[src/rtl/gdt_pkg.sv]
package gdt_pkg;

    typedef enum logic [2:0] {
        ST_OFF      = 3'd0,
        ST_HS_ON    = 3'd1,
        ST_WAIT_SW  = 3'd2,
        ST_DLY_LS   = 3'd3,
        ST_LS_ON    = 3'd4,
        ST_WAIT_LG  = 3'd5,
        ST_DLY_HS   = 3'd6,
        ST_FORCE_LS = 3'd7
    } gdt_state_e;

    // Round a time up to a whole number of clock periods (at least one).
    function automatic int ceil_div(input int num, input int den);
        int q;
        q = (num + den - 1) / den;
        return (q < 1) ? 1 : q;
    endfunction

endpackage

[src/rtl/gdt_sync.sv]
module gdt_sync #(
    parameter int STAGES = 2
) (
    input  logic clk,
    input  logic rst_n,
    input  logic d,
    output logic q
);

    generate
        if (STAGES == 0) begin : g_bypass
            assign q = d;
        end else if (STAGES == 1) begin : g_single
            logic q_r;
            always_ff @(posedge clk or negedge rst_n) begin
                if (!rst_n) begin
                    q_r <= 1'b0;
                end else begin
                    q_r <= d;
                end
            end
            assign q = q_r;
        end else begin : g_chain
            logic [STAGES-1:0] pipe_r;
            always_ff @(posedge clk or negedge rst_n) begin
                if (!rst_n) begin
                    pipe_r <= '0;
                end else begin
                    pipe_r <= {pipe_r[STAGES-2:0], d};
                end
            end
            assign q = pipe_r[STAGES-1];
        end
    endgenerate

endmodule

[src/rtl/gdt_timer.sv]
module gdt_timer #(
    parameter int LIMIT = 8
) (
    input  logic clk,
    input  logic rst_n,
    input  logic clr,
    input  logic en,
    output logic done
);

    localparam int W = (LIMIT > 1) ? $clog2(LIMIT) : 1;
    localparam logic [W-1:0] LAST = W'(LIMIT - 1);

    logic [W-1:0] cnt_q;

    always_ff @(posedge clk or negedge rst_n) begin
        if (!rst_n) begin
            cnt_q <= '0;
        end else if (clr) begin
            cnt_q <= '0;
        end else if (en && (cnt_q != LAST)) begin
            cnt_q <= cnt_q + 1'b1;
        end
    end

    assign done = (cnt_q == LAST);

    // R3 support: the count never passes its terminal value
    a_r3_timer_bounded: assert property (@(posedge clk) disable iff (!rst_n)
        (en && !clr && done) |=> done);

endmodule

[src/rtl/gdt_fsm.sv]
module gdt_fsm
    import gdt_pkg::*;
(
    input  logic clk,
    input  logic rst_n,
    input  logic pwm_req,
    input  logic node_low_s,
    input  logic lsgate_low_s,
    input  logic force_ls,
    input  logic force_off,
    input  logic guard_done,
    input  logic wdog_done,
    output logic timer_clr,
    output logic guard_en,
    output logic wdog_en,
    output logic hs_en,
    output logic ls_en
);

    gdt_state_e state_q;
    gdt_state_e state_d;

    // State register
    always_ff @(posedge clk or negedge rst_n) begin
        if (!rst_n) begin
            state_q <= ST_OFF;
        end else begin
            state_q <= state_d;
        end
    end

    // Transition selection
    always_comb begin
        state_d = state_q;
        if (force_off) begin
            state_d = ST_OFF;
        end else if (force_ls) begin
            state_d = ST_FORCE_LS;
        end else begin
            unique case (state_q)
                ST_OFF:      state_d = pwm_req ? ST_WAIT_LG : ST_WAIT_SW;
                ST_FORCE_LS: state_d = pwm_req ? ST_WAIT_LG : ST_LS_ON;
                ST_HS_ON: begin
                    if (!pwm_req) state_d = ST_WAIT_SW;
                end
                ST_WAIT_SW: begin
                    if (pwm_req)         state_d = ST_WAIT_LG;
                    else if (node_low_s) state_d = ST_DLY_LS;
                    else if (wdog_done)  state_d = ST_LS_ON;
                end
                ST_DLY_LS: begin
                    if (pwm_req)         state_d = ST_WAIT_LG;
                    else if (guard_done) state_d = ST_LS_ON;
                end
                ST_LS_ON: begin
                    if (pwm_req) state_d = ST_WAIT_LG;
                end
                ST_WAIT_LG: begin
                    if (!pwm_req)          state_d = ST_WAIT_SW;
                    else if (lsgate_low_s) state_d = ST_DLY_HS;
                end
                ST_DLY_HS: begin
                    if (!pwm_req)        state_d = ST_WAIT_SW;
                    else if (guard_done) state_d = ST_HS_ON;
                end
                default: state_d = ST_OFF;
            endcase
        end
    end

    assign timer_clr = (state_d != state_q);

    // Moore outputs
    always_comb begin
        hs_en    = 1'b0;
        ls_en    = 1'b0;
        guard_en = 1'b0;
        wdog_en  = 1'b0;
        unique case (state_q)
            ST_HS_ON:    hs_en    = 1'b1;
            ST_LS_ON:    ls_en    = 1'b1;
            ST_FORCE_LS: ls_en    = 1'b1;
            ST_DLY_LS:   guard_en = 1'b1;
            ST_DLY_HS:   guard_en = 1'b1;
            ST_WAIT_SW:  wdog_en  = 1'b1;
            default: ;
        endcase
    end

    a_r4_never_both: assert property (@(posedge clk) disable iff (!rst_n)
        !(hs_en && ls_en));

    a_r1_ls_after_gap: assert property (@(posedge clk) disable iff (!rst_n)
        ($rose(ls_en) && !$past(force_ls)) |-> !$past(hs_en));

    a_r2_hs_after_gap: assert property (@(posedge clk) disable iff (!rst_n)
        $rose(hs_en) |-> !$past(ls_en));

    a_r3_timeout_fires: assert property (@(posedge clk) disable iff (!rst_n)
        (state_q == ST_WAIT_SW && !pwm_req && !node_low_s && wdog_done
         && !force_ls && !force_off) |=> ls_en);

    a_r5_cancel_low: assert property (@(posedge clk) disable iff (!rst_n)
        ((state_q == ST_WAIT_SW || state_q == ST_DLY_LS) && pwm_req
         && !force_ls && !force_off) |=> (state_q == ST_WAIT_LG && !ls_en));

    a_r5_cancel_high: assert property (@(posedge clk) disable iff (!rst_n)
        ((state_q == ST_WAIT_LG || state_q == ST_DLY_HS) && !pwm_req
         && !force_ls && !force_off) |=> (state_q == ST_WAIT_SW && !hs_en));

    a_r6_clamp_low: assert property (@(posedge clk) disable iff (!rst_n)
        (force_ls && !force_off) |=> (ls_en && !hs_en));

    a_r7_all_off: assert property (@(posedge clk) disable iff (!rst_n)
        force_off |=> (!hs_en && !ls_en));

endmodule

[src/rtl/gate_deadtime_ctrl.sv]
module gate_deadtime_ctrl
    import gdt_pkg::*;
#(
    parameter int CLK_PS      = 4000,
    parameter int GUARD_PS    = 30000,
    parameter int TIMEOUT_PS  = 240000,
    parameter int DEAD_CYC    = gdt_pkg::ceil_div(GUARD_PS, CLK_PS),
    parameter int WDOG_CYC    = gdt_pkg::ceil_div(TIMEOUT_PS, CLK_PS),
    parameter int SYNC_STAGES = 2
) (
    input  logic clk,
    input  logic rst_n,
    input  logic pwm_req,
    input  logic node_low,
    input  logic lsgate_low,
    input  logic force_ls,
    input  logic force_off,
    output logic hs_en,
    output logic ls_en
);

    logic node_low_s;
    logic lsgate_low_s;
    logic timer_clr;
    logic guard_en;
    logic wdog_en;
    logic guard_done;
    logic wdog_done;

    gdt_sync #(.STAGES(SYNC_STAGES)) u_sync_node (
        .clk   (clk),
        .rst_n (rst_n),
        .d     (node_low),
        .q     (node_low_s)
    );

    gdt_sync #(.STAGES(SYNC_STAGES)) u_sync_gate (
        .clk   (clk),
        .rst_n (rst_n),
        .d     (lsgate_low),
        .q     (lsgate_low_s)
    );

    gdt_timer #(.LIMIT(DEAD_CYC)) u_guard (
        .clk   (clk),
        .rst_n (rst_n),
        .clr   (timer_clr),
        .en    (guard_en),
        .done  (guard_done)
    );

    gdt_timer #(.LIMIT(WDOG_CYC)) u_wdog (
        .clk   (clk),
        .rst_n (rst_n),
        .clr   (timer_clr),
        .en    (wdog_en),
        .done  (wdog_done)
    );

    gdt_fsm u_fsm (
        .clk          (clk),
        .rst_n        (rst_n),
        .pwm_req      (pwm_req),
        .node_low_s   (node_low_s),
        .lsgate_low_s (lsgate_low_s),
        .force_ls     (force_ls),
        .force_off    (force_off),
        .guard_done   (guard_done),
        .wdog_done    (wdog_done),
        .timer_clr    (timer_clr),
        .guard_en     (guard_en),
        .wdog_en      (wdog_en),
        .hs_en        (hs_en),
        .ls_en        (ls_en)
    );

endmodule

[config.mk]
export PLATFORM = sky130hd
export DESIGN_NAME = gate_deadtime_ctrl
export DESIGN_NICKNAME = d
export VERILOG_FILES = /design/src/rtl/gdt_pkg.sv /design/src/rtl/gdt_sync.sv /design/src/rtl/gdt_timer.sv /design/src/rtl/gdt_fsm.sv /design/src/rtl/gate_deadtime_ctrl.sv
export SDC_FILE = /design/constraint.sdc
export NUM_CORES = 1
export LEC_CHECK = 0
export BUFFER_PORTS_ARGS = -buffer_cell sky130_fd_sc_hd__buf_4
export CORE_MARGIN = 2
export CORE_UTILIZATION = 65
export CTS_BUF_LIST = sky130_fd_sc_hd__clkbuf_4
export DETAILED_ROUTE_END_ITERATION = 8
export PLACE_DENSITY = 0.86
export SYNTH_ARGS = -nofsm -noshare
export SYNTH_HDL_FRONTEND = slang
export SYNTH_SLANG_ARGS = --single-unit
[constraint.sdc]
create_clock -name clk -period 4.9 [get_ports clk]
set_clock_uncertainty 0.05 [all_clocks]
set_input_delay 0.49 -clock clk [delete_from_list [all_inputs] [get_ports clk]]
set_output_delay 0.49 -clock clk [all_outputs]
set_load 0.05 [all_outputs]
-- Word-level counts from Yosys, hierarchy flattened
Index checks and enable logic that the tools add are counted.
- reductions and logical operators: 7
- equal/unequal tests: 12
- $add $sub $neg: 2
- multiplexer cells: 24
- operators by type and width (cell ; number):
    two-way mux 3 bit ; 16
    one-hot mux 3 bit (8 select lines) ; 1
    equality test 3 bit (second input constant) ; 5
    two-way mux 6 bit ; 2
    adder 6 x 1 -> 6 bit (second input constant) ; 1
    equality test 3 x 2 -> 1 bit (second input constant) ; 2
    equality test 6 bit (second input constant) ; 1
    inequality test 6 bit (second input constant) ; 1
    two-way mux 1 bit ; 5
    nonzero test 2 bit ; 2
    OR reduction 2 bit ; 2
    adder 3 x 1 -> 3 bit (second input constant) ; 1
    equality test 3 x 1 -> 1 bit (second input constant) ; 1
    zero test 3 bit ; 1
    inequality test 3 bit ; 1
    inequality test 3 bit (second input constant) ; 1
    logical AND 1 bit ; 2
- output and inout bits: 2
- logic and storage cells: 50
- input bits: 7
- flip-flop bits (word level): 16

-- Longest topological paths before layout
- depth after elaboration: 9
- gate-level depth with buffers: 7
- gate-level depth less buffers: 7

-- Modules after synthesis
A second synthesis with hierarchy kept.
- cells, all modules: 112
- area total of the unflattened synthesis: 1081.0 um^2
- by module, submodules not included (module ; sequential area each (um^2) ; times used ; area an instance (um^2) ; cells an instance):
    gdt_fsm ; 75.1 ; 1 ; 420.4 ; 55
    gdt_timer (u_wdog) ; 150.1 ; 1 ; 376.6 ; 38
    gdt_timer (u_guard) ; 75.1 ; 1 ; 183.9 ; 15
    gdt_sync ; 50.0 ; 2 ; 50.0 ; 2

-- Worst setup path before layout
OpenSTA, ideal clock, no wires.
- path kind: register to register
- from: register u_guard.cnt_q[0]
- to: register u_guard.cnt_q[0]
- period minus slack after synthesis: 1932 ps
- library setup time: 87 ps
- path buffers: 0
- stages on the path, launching flop included: 8
- data required time: 4763 ps
- setup slack: 2968 ps
- data arrival time: 1796 ps
- cells stage by stage: dfrtp_1 ha_1 ha_1 o21ai_0 o221ai_2 nor4_2 o32ai_4 nor3_1
- cells in the longest elaborated chain, start to end: 8
- elaborated cells between the ends (all ways): 15
- those cells by class: add/sub: 1; eq/ne: 3; mux: 9; reduce/logical: 2
- ends and longest elaborated chain (item ; line ; source):
    start, declared ; gdt_timer.sv:14 ; logic [W-1:0] cnt_q;
    start signal, assigned ; gdt_timer.sv:22 ; cnt_q <= cnt_q + 1'b1;
    equality test 3 bit ; gdt_timer.sv:26 ; assign done = (cnt_q == LAST);
    two-way mux 3 bit (on tied branches) ; gdt_fsm.sv:64, gdt_fsm.sv:53 ;
    two-way mux 3 bit (on tied branches) ; gdt_fsm.sv:63, gdt_fsm.sv:52 ;
    one-hot mux 3 bit (8 select lines) ; gdt_fsm.sv:40 ; unique case (state_q)
    two-way mux 3 bit ; gdt_fsm.sv:37 ; end else if (force_ls) begin
    two-way mux 3 bit ; gdt_fsm.sv:35 ; if (force_off) begin
    inequality test 3 bit ; gdt_fsm.sv:71 ; assign timer_clr = (state_d != state_q);
    two-way mux 3 bit / nonzero test 2 bit (equally long branches) ; - ;
Parallel ways exist; a longest one is shown, timed or not. The select of a mux whose other input is x is not followed.
A chain may end at the register's enable or synchronous reset.

-- Final worst setup path
- from: register u_fsm.state_q[0]
- to: register u_wdog.cnt_q[0]
- cells in the longest elaborated chain, start to end: 8
- elaborated cells between the ends (all ways): 27
- those cells by class: eq/ne: 8; mux: 16; reduce/logical: 3
- ends and longest elaborated chain (item ; line ; source):
    start, declared ; gdt_fsm.sv:20 ; gdt_state_e state_q;
    start signal, assigned ; gdt_fsm.sv:28 ; state_q <= state_d;
    two-way mux 3 bit ; gdt_fsm.sv:49 ; else if (wdog_done) state_d = ST_LS_ON;
    two-way mux 3 bit ; gdt_fsm.sv:48 ; else if (node_low_s) state_d = ST_DLY_LS;
    two-way mux 3 bit ; gdt_fsm.sv:47 ; if (pwm_req) state_d = ST_WAIT_LG;
    one-hot mux 3 bit (8 select lines) ; gdt_fsm.sv:40 ;
    two-way mux 3 bit ; gdt_fsm.sv:37 ;
    two-way mux 3 bit ; gdt_fsm.sv:35 ;
    inequality test 3 bit ; gdt_fsm.sv:71 ;
    two-way mux 6 bit / nonzero test 2 bit (equally long branches) ; - ;
    end signal, assigned ; gdt_timer.sv:22 ;
    end, declared ; gdt_timer.sv:14 ;
Parallel ways exist; a longest one is shown, timed or not.

==> run_results.csv <==
group,metric,value,unit
floorplan,row_count,14,
worst_setup_path,crit_fanout,19,
floorplan,core_area,1520,sq um
timing,drv_slew,0,
clocking,cts.path.max_buffers,2,
timing,slew_headroom,55.8,%
worst_setup_path,worst_setup_path_end_kind,"flip-flop",
grt,grt-busiest-layer,"met2",
timing,worst_pin_slew,0.662,ns
outcome,status,"complete, no violations",
clocking,htreeDepth,1,
worst_setup_path,reg2reg_depth,5,
logic_synthesis,synth_cell_type_count,40,
routing,drtAntennaViolNets,0,
timing,setup_tns,0,ns
grt,antenna_found_initial,0,
grt,grt_use_met3,3.67,%
clocking,clkSinkCount,16,
floorplan,ios,9,
routing,detail_route.vias_per_cell,6.45,
logic_synthesis,ys_seq_area_share,37.7,%
job,cap_violations,0,
timing,setup_viol,0,
timing,finalHoldViolCount,0,
logic_synthesis,synth_area,1060,sq um
routing,dr.pass1.iters,4,
timing,period_share,44.8,%
logic_synthesis,synthMuxAreaShare,2.83,%
worst_setup_path,rr_startpoint,"u_fsm.state_q[0]",
logic_synthesis,synth_commonest_cells,"16 x dfrtp_1, 14 x nor3_1, 9 x a21oi_1",
worst_setup_path,ff2ff_setup_slack,2.70,ns
worst_setup_path,cp.arrival,2.30,ns
logic_synthesis,synth-seq-cells,16,
clocking,clk_pin_slew_worst_paths,0.09,ns
clocking,cts_made_buffers,3,
placed_design,portBuffers,8,
worst_setup_path,crit_slowest_cell,"dfrtp_1",
finish,antenna_cells,0,
min_path,hp-class,"input port to flip-flop",
placed_design,hpwl,1550,microns
logic_synthesis,synth_top_family_by_area,"simple AND/OR/NAND/NOR gates",
worst_setup_path,path_cells,"nor3b_4 > nor4b_4 > nor4_1 > o32ai_4 > nor3_1",
placed_design,gp_congestion,0.860,
clocking,cts_resized,0,
timing,holdWs,0.254,ns
worst_setup_path,path_class,"flip-flop to flip-flop",
power_and_ir_drop,p_total,0.292,mW
grt,met2_usage,41.5,%
min_path,hold_end,"u_sync_gate.g_chain.pipe_r[0]",
logic_synthesis,synth_warnings,0,
routing,wl,2190,microns
logic_synthesis,synth_flop_cell,"dfrtp_1",
floorplan,die_y,44.4,microns
finish,drive_above_1_share,16.4,%
logic_synthesis,syn_nets,119,
grt,grt_max_degree,20,
clocking,ctsRootBufferMaster,"clkbuf_4",
routing,drt_iter0_markers,27,
routing,drt-wirelength-per-cell,16.6,microns
clocking,insertion_delay,0.28,ns
timing,clock.fmax,455,MHz
finish,area_delta_synth_final,7.18,%
logic_synthesis,synthAdderAreaFrac,3.53,%
floorplan,initial_utilization,69.7,%
worst_setup_path,critPathRequiredTime,5.01,ns
routing,drc,0,
floorplan,die-area,1970,sq um
logic_synthesis,synth_compound_area_share,18.0,%
logic_synthesis,synth_area_leader_cell,"dfrtp_1",
logic_synthesis,syn_inst,109,
logic_synthesis,yosys.area_share.simple,26.7,%
grt,grtUsageMet1,37.5,%
logic_synthesis,avgSynthCellArea,9.75,sq um
logic_synthesis,yosysMostFrequentCell,"dfrtp_1",
worst_setup_path,path_buf_inv,0,
power_and_ir_drop,p_leak,0.499,nW
finish,finalNetCount,127,
logic_synthesis,synth_xor_area_share,5.65,%
grt,grt_pass1_wl,3690,microns
worst_setup_path,crit_family,"simple AND/OR/NAND/NOR gates",
timing,rsz0062_at_grt,"false",
power_and_ir_drop,max-vdd-ir-drop,0.219,mV
logic_synthesis,synth_area_leaders,"dfrtp_1 38%, nor3_1 6.6%, a21oi_1 4.2%",
grt,track_usage,26.3,%
grt,grt_remaining_overflow,0,
worst_setup_path,cp_slowest_stage_delay,0.63,ns
min_path,min_delay_path_depth,1,
clocking,cts_setup_buffers,0,
worst_setup_path,worstReg2RegEnd,"u_wdog.cnt_q[0]",
timing,finalCriticalPeriod,2.20,ns
min_path,hp-start,"lsgate_low",
logic_synthesis,synth_top_area_share,37.7,%
clocking,hold_buffers,1,
routing,num_vias,851,
clocking,cts_tree,"done",
floorplan,die_w,44.4,microns
worst_setup_path,critPathLaunchType,"flip-flop",
grt,grt_pass1_vias,809,
logic_synthesis,async_flop_share,100,%
logic_synthesis,synth_edf_count,0,
power_and_ir_drop,powerDensity,256,nW/um^2
## area by class of cell
class	instances	area (sq um)
clock buffers	3	22.5
clock inverters	1	3.75
fillers	110	385
inverters	5	18.8
multi-input cells	82	603
flip-flops and latches	16	400
well taps	16	20.0
repair buffers	9	70.1
## cells by family after synthesis
group | count (synthesis)
buf+inv | 11
fa+ha+maj | 3
xor+xnor | 6
flops | 16
mux | 3
simple gates | 45
compound gates | 25
## worst register-to-register path, delay by kind of cell, from the launching register on
| kind | cells | cell delay [ns] |
|---|---|---|
| flip-flops | 1 | 0.63 |
| AO/OA/AOI/OAI | 1 | 0.42 |
| AND/OR/NAND/NOR | 4 | 0.97 |
## registers in the layout, summed over array words and instances (netlist names)
name                        count
u_sync_node.g_chain.pipe_r      2
u_wdog.cnt_q                    6
u_guard.cnt_q                   3
u_sync_gate.g_chain.pipe_r      2
u_fsm.state_q                   3
## through the flow
stage	cells	util, %	setup WS (ns)	area (sq um)
finish	132	74.7	2.70	1140
global route	132	74.7	2.51	1140
CTS	132	74.7	2.70	1140
detailed placement	127	72.3	2.72	1100
global placement	127	72.3	2.82	1100
floorplan	109	-	2.97	1060
## power breakdown
part,total (mW),switching (mW),leakage [nW],internal (mW)
sequential,0.150,0.0135,0.209,0.136
combinational,0.0713,0.0417,0.274,0.0296
clock,0.0705,0.0409,0.0154,0.0296
## worst max-delay path by stage
stage / cells past startpoint / endpoint / slack, ns / from
2_1_floorplan: 7 / u_guard.cnt_q[0] / 2.97 / u_guard.cnt_q[0]
3_3_place_gp: 7 / u_wdog.cnt_q[4] / 2.82 / u_guard.cnt_q[0]
3_5_place_dp: 5 / u_wdog.cnt_q[0] / 2.72 / u_fsm.state_q[0]
4_1_cts: 7 / u_guard.cnt_q[0] / 2.70 / u_guard.cnt_q[0]
5_1_grt: 7 / u_wdog.cnt_q[3] / 2.51 / u_guard.cnt_q[0]
6_report: 5 / u_wdog.cnt_q[0] / 2.70 / u_fsm.state_q[0]
## placed cells by master (no fill, tap or decap), types with 2 or more instances in the layout
cell type	netlist	final
nand4_1	3	3
a21oi_1	9	9
a211oi_1	2	2
clkbuf_4	0	3
ha_1	3	3
inv_1	5	5
xor2_1	4	4
nand3_1	2	2
nor2_1	7	7
dfrtp_1	16	16
o21ai_0	4	4
nand2_1	4	4
mux2i_1	3	3
buf_4	0	8
nand2b_1	2	2
and2b_1	2	2
nor3_1	14	14
o22ai_1	2	2
## per-layer routing
layer	up-vias	routed length, microns
li1	415	-
met1	410	931
met2	26	1140
met3	0	118
met4	0	0
met5	-	0
Note: power is estimated with default switching activity, not from simulation.
